===== src/rtl/rx_idle_timeout_pkg.sv =====
package rx_idle_timeout_pkg;

  // Strobes from the control half to the idle counter.
  typedef struct packed {
    logic cntClr;  // restart the idle count at zero
    logic cntInc;  // one idle bit period elapsed
  } idleStrobes_t;

endpackage


===== src/rtl/rx_idle_cnt.sv =====
module rx_idle_cnt
  import rx_idle_timeout_pkg::*;
#(
  parameter int NORM_BITS = 32,
  parameter int FAST_BITS = 64
) (
  input  logic         clk,
  input  logic         rstN,
  input  idleStrobes_t strobes,
  input  logic         hiSpeed,
  output logic         atLimit
);
  localparam int CNT_W = $clog2(FAST_BITS + 1);
  localparam logic [CNT_W-1:0] NORM_LAST = CNT_W'(NORM_BITS - 1);
  localparam logic [CNT_W-1:0] FAST_LAST = CNT_W'(FAST_BITS - 1);

  logic [CNT_W-1:0] idleCnt;
  logic [CNT_W-1:0] lastCnt;

  assign lastCnt = hiSpeed ? FAST_LAST : NORM_LAST;
  // >= so that a mode change during a count cannot skip past the limit
  assign atLimit = (idleCnt >= lastCnt);

  always_ff @(posedge clk) begin
    if (!rstN) begin
      idleCnt <= '0;
    end else if (strobes.cntClr) begin
      idleCnt <= '0;
    end else if (strobes.cntInc) begin
      idleCnt <= idleCnt + 1'b1;
    end
  end
endmodule


===== src/rtl/rx_idle_ctl.sv =====
module rx_idle_ctl
  import rx_idle_timeout_pkg::*;
(
  input  logic         clk,
  input  logic         rstN,
  input  logic         fifoNotEmpty,
  input  logic         byteRx,
  input  logic         bitTick,
  input  logic         fifoRd,
  input  logic         toClrW1c,
  input  logic         atLimit,
  output idleStrobes_t strobes,
  output logic         toRaw
);
  logic expireNow;
  logic drainClr;

  // A received byte in the same cycle means the line is not idle.
  assign expireNow = bitTick && fifoNotEmpty && !byteRx && atLimit;
  assign drainClr  = fifoRd && !fifoNotEmpty;

  always_comb begin
    strobes.cntClr = byteRx || toClrW1c || !fifoNotEmpty || expireNow;
    strobes.cntInc = bitTick && fifoNotEmpty;
  end

  always_ff @(posedge clk) begin
    if (!rstN) begin
      toRaw <= 1'b0;
    end else if (toClrW1c || drainClr) begin
      toRaw <= 1'b0;  // clear beats a same-cycle expiry
    end else if (expireNow) begin
      toRaw <= 1'b1;
    end
  end
endmodule


===== src/rtl/rx_idle_timeout.sv =====
module rx_idle_timeout
  import rx_idle_timeout_pkg::*;
#(
  parameter int NORM_BITS = 32,
  parameter int FAST_BITS = 64
) (
  input  logic clk,
  input  logic rstN,
  input  logic fifoNotEmpty,
  input  logic byteRx,
  input  logic bitTick,
  input  logic hiSpeed,
  input  logic fifoRd,
  input  logic toClrW1c,
  input  logic intMask,
  output logic toRaw,
  output logic toInt
);
  idleStrobes_t strobes;
  logic         atLimit;

  rx_idle_ctl u_ctl (
    .clk          (clk),
    .rstN         (rstN),
    .fifoNotEmpty (fifoNotEmpty),
    .byteRx       (byteRx),
    .bitTick      (bitTick),
    .fifoRd       (fifoRd),
    .toClrW1c     (toClrW1c),
    .atLimit      (atLimit),
    .strobes      (strobes),
    .toRaw        (toRaw)
  );

  rx_idle_cnt #(
    .NORM_BITS (NORM_BITS),
    .FAST_BITS (FAST_BITS)
  ) u_cnt (
    .clk     (clk),
    .rstN    (rstN),
    .strobes (strobes),
    .hiSpeed (hiSpeed),
    .atLimit (atLimit)
  );

  assign toInt = toRaw && intMask;
endmodule


===== config.mk =====
export PLATFORM = sky130hd
export DESIGN_NAME = rx_idle_timeout
export DESIGN_NICKNAME = d
export VERILOG_FILES = /design/src/rtl/rx_idle_timeout_pkg.sv /design/src/rtl/rx_idle_cnt.sv /design/src/rtl/rx_idle_ctl.sv /design/src/rtl/rx_idle_timeout.sv
export SDC_FILE = /design/constraint.sdc
export NUM_CORES = 1
export LEC_CHECK = 0
export CORE_AREA = 2 2 39 41
export DETAILED_ROUTE_END_ITERATION = 8
export DIE_AREA = 0 0 41 43
export GPL_TIMING_DRIVEN = 0
export MAX_ROUTING_LAYER = met4
export PLACE_DENSITY = 0.67
export SLEW_MARGIN = 20
export SYNTH_ARGS = -nofsm -noshare
export SYNTH_HDL_FRONTEND = slang
export SYNTH_SLANG_ARGS = --single-unit

===== constraint.sdc =====
create_clock -name clk -period 3.25 [get_ports clk]
set_input_delay 0.8125 -clock clk [delete_from_list [all_inputs] [get_ports clk]]
set_output_delay 0.8125 -clock clk [all_outputs]
set_load 0.02 [all_outputs]

======== Yosys cells after proc, flatten, opt, wreduce, memory -nomap -nowiden ========
Index checks and enable logic that the tools add are counted.
storage, ports and cells
  register bits after elaboration ......... 8
  output and inout port bits .............. 2
  word-level logic and storage cells ...... 19
  input bits .............................. 9
cells by class
  $add $sub $neg .......................... 1
  bitwise logic cells ..................... 1
  magnitude comparators ................... 1
  multiplexer cells ....................... 1
  reductions and logical operators ........ 13
operators with widths
  kind                                          count
  adder 7 x 1 -> 7 bit (second input constant)  1
  >= comparator 7 bit                           1
  two-way mux 6 bit                             1
  logical AND 1 bit                             5
  logical OR 1 bit                              4
  OR reduction 2 bit                            2
  logical NOT 1 bit                             2
  inverter 1 bit                                1

======== Depth between registers and ports, before layout ========
  depth in word-level cells ............... 5
  depth in mapped cells ................... 5
  depth with buffers taken out ............ 5

======== By module ========
From an unflattened synthesis, not the netlist that was laid out.
unflattened totals
  cells, all modules ...................... 48
  area total of the unflattened synthesis .. 415.4 um2
modules (own cells, without submodules)
  module           times used  sequential area each (um2)  cells each  area an instance (um2)
  rx_idle_cnt      1           140.1                       38          335.3
  rx_idle_ctl      1           20.0                        9           73.8
  rx_idle_timeout  1           0.0                         1           6.3

======== Worst setup path after synthesis ========
No wires, ideal clock.
  path type ............................... input -> output
  start ................................... in intMask
  end ..................................... out toInt
  buffers on the path ..................... 0
  data required time ...................... 2.438 ns
  arrival time ............................ 1.028 ns
  slack ................................... 1.409 ns
  stages on the path ...................... 1
  cell sequence ........................... and2_1
between the ends
  word-level cells in the longest chain between the ends .. 1
ends and longest elaborated chain
  element            RTL line               source
  start, declared    rx_idle_timeout.sv:15  input logic intMask,
  logical AND 1 bit  rx_idle_timeout.sv:46  assign toInt = toRaw && intMask;
  end, declared      rx_idle_timeout.sv:17  output logic toInt
No other way between the ends.

======== Final worst setup path ========
Ends and elaborated chain as after synthesis.

==> flow_summary.json <==
{
  "cts_setup_buffers": 0,
  "switching_share_pct": 22.8,
  "cts_sinks": 8,
  "power_density_nw_per_um2": 328,
  "worst_pin_slew_ns": 0.503,
  "dr.pass1.iters": 4,
  "finalHoldViolCount": 0,
  "syn-num-nets": 60,
  "num_rows": 14,
  "reg2reg_to": "u_cnt.idleCnt[2]",
  "r2r_slack_ns": 1.77,
  "grt_pass1_vias": 391,
  "area_delta_synth_final_pct": 31.0,
  "initial_core_util_pct": 33.3,
  "fmax_mhz": 361,
  "tritoncts": "done",
  "worstSetupPathType": "in -> out",
  "start_kind": "input port",
  "r2r-start": "u_cnt.idleCnt[5]",
  "max-clock-path-buffers": 2,
  "clockPowerShare_pct": 40.2,
  "clockRootBuffer": "clkbuf_4",
  "antenna_found_initial": 0,
  "drive_above_1_share_pct": 17.7,
  "grt_use_total_pct": 14.8,
  "htree_levels": 1,
  "placed_area_um2": 581,
  "synth_top_cell_by_area": "dfxtp_1",
  "viasPerCell": 5.72,
  "coreArea_um2": 1380,
  "grt_overflow": 0,
  "dp_hpwl_um": 707,
  "avgSynthCellArea_um2": 9.40,
  "route.vias.total": 446,
  "fp.dieArea_um2": 1760,
  "startpoint": "intMask",
  "combPwrFrac_pct": 10.0,
  "cp.required_ns": 2.44,
  "period_needed_ns": 2.77,
  "synth_cells": 49,
  "insertion_delay_ns": 0.26,
  "pin_count": 11,
  "grt_pass1_wl_um": 1700,
  "worstRegToRegCells": 4,
  "synth_edf_count": 0,
  "hold_class": "reg -> reg",
  "seq_area_frac_synth_pct": 34.8,
  "ys_top_cells_by_count": "8 x dfxtp_1, 4 x a221oi_2, 4 x o21ai_0, 4 x or3_1",
  "grt_max_degree": 11,
  "die_y_um": 43,
  "cp_max_fo": 1,
  "critical_path.endpoint_type": "output port",
  "period_share_pct": 85.3,
  "dr.first_iter.drc_count": 4,
  "ctsResizeCount": 0,
  "seq_power_share_pct": 49.8,
  "async_flop_share_pct": 0,
  "cts_made_buffers": 3,
  "power.leakage_nw": 0.192,
  "ys.flop_type": "dfxtp_1",
  "drv_cap": 0,
  "clk_pin_slew_ns": 0.06,
  "utilization_pct": 43.6,
  "place.gp.congestion": 0.614,
  "cp.arrival_ns": 1.96,
  "netlist_top_cells_area": "dfxtp_1 35%, a221oi_2 13%, ha_1 5.4%",
  "setup_tns_ns": 0,
  "min_path_cells": 1,
  "synth-seq-cells": 8,
  "endpoint": "toInt",
  "diodes": 0,
  "yosys_warnings": 0,
  "cts_hold_buf": 0,
  "fin_nets": 75,
  "outcome": "complete, no violations",
  "fp.dieW_um": 41,
  "netlist_area_um2": 460,
  "maxSlewViolCount": 0,
  "internal_power_mw": 0.153,
  "finalClockSkew_ns": 0.00850,
  "drtAntennaViolNets": 0,
  "io_buffers": 10,
  "setup_viol": 0,
  "synth_top_area_share_pct": 34.8,
  "slew_headroom_pct": 66.5,
  "rsz0062_at_grt": "false",
  "p_switching_mw": 0.0451,
  "synth.most_common_cell": "dfxtp_1",
  "finalInstanceArea_um2": 603,
  "drc_errors": 0,
  "routed_wl_um": 1020,
  "ir_drop_uv": 91.7,
  "yosysUniqueCellTypes": 22,
  "wl_per_cell_um": 13.0
}
## placed cells by master, fill, tap and decap left out, types with 2 or more instances in the layout
master / netlist / layout
ha_1: 2 / 2
nand2_1: 3 / 3
a221oi_2: 4 / 4
nand3_1: 3 / 3
inv_1: 3 / 3
nand4_1: 3 / 3
dfxtp_1: 8 / 8
a211oi_1: 2 / 2
or3_1: 4 / 4
clkdlybuf4s50_1: 0 / 10
buf_2: 2 / 2
clkbuf_4: 0 / 3
o21ai_0: 4 / 4
## cell type report
type	instances	area [um2]
fill	134	781
buffer	2	10.0
clock buffer	3	22.5
timing repair buffer	10	100
tap	16	20.0
multi-input combinational	36	279
inverter	3	11.3
sequential	8	160
## critical path, cell delays in order
cell and delay (ns):
clkdlybuf4s50_1 0.45, and2_1 0.11, clkdlybuf4s50_1 0.59
## cells by family after synthesis
logic type | share of synthesized area, %
compound gates | 27.7
flops | 34.8
xor+xnor | 3.81
buf+inv | 4.62
simple gates | 23.6
fa+ha+maj | 5.43
## routing by layer
metal  wire length (um)  up-vias  track usage, %
li1                   -      217               -
met1                468      212            19.3
met2                472       13            19.7
met3                 44        4            1.57
met4                 29        0            12.0
met5                  0        -               -
## power by group through the flow
stage / combinational, mW / clock, mW / sequential, mW
finish: 0.0198 / 0.0796 / 0.0984
global route: 0.0216 / 0.0848 / 0.0983
CTS: 0.0197 / 0.0820 / 0.0984
detailed placement: 0.0196 / 0 / 0.101
global placement: 0.0193 / 0 / 0.101
floorplan: 0.00716 / 0 / 0.100
## stage by stage
stage | hold slack [ns] | worst slack (ns) | total power, mW | std cells
finish | 0.493 | 0.477 | 0.198 | 78
CTS | 0.496 | 0.474 | 0.200 | 78
global route | 0.533 | 0.452 | 0.205 | 78
detailed placement | 0.484 | 0.472 | 0.120 | 75
floorplan | 0.483 | 1.41 | 0.108 | 49
global placement | 0.474 | 0.475 | 0.120 | 75
## worst min path at each step
stage / from / end / slack (ns)
after floorplan: u_cnt.idleCnt[1] / u_cnt.idleCnt[1] / 0.48
after global placement: u_ctl.toRaw / u_ctl.toRaw / 0.47
after detailed placement: u_ctl.toRaw / u_ctl.toRaw / 0.48
after CTS: u_ctl.toRaw / u_ctl.toRaw / 0.50
after global routing: u_ctl.toRaw / u_ctl.toRaw / 0.53
final: u_ctl.toRaw / u_ctl.toRaw / 0.49
## state kept, by name (all words and copies together) (netlist names)
register / cells
u_cnt.idleCnt: 7
u_ctl.toRaw: 1
(Power assumes the default switching activity.)
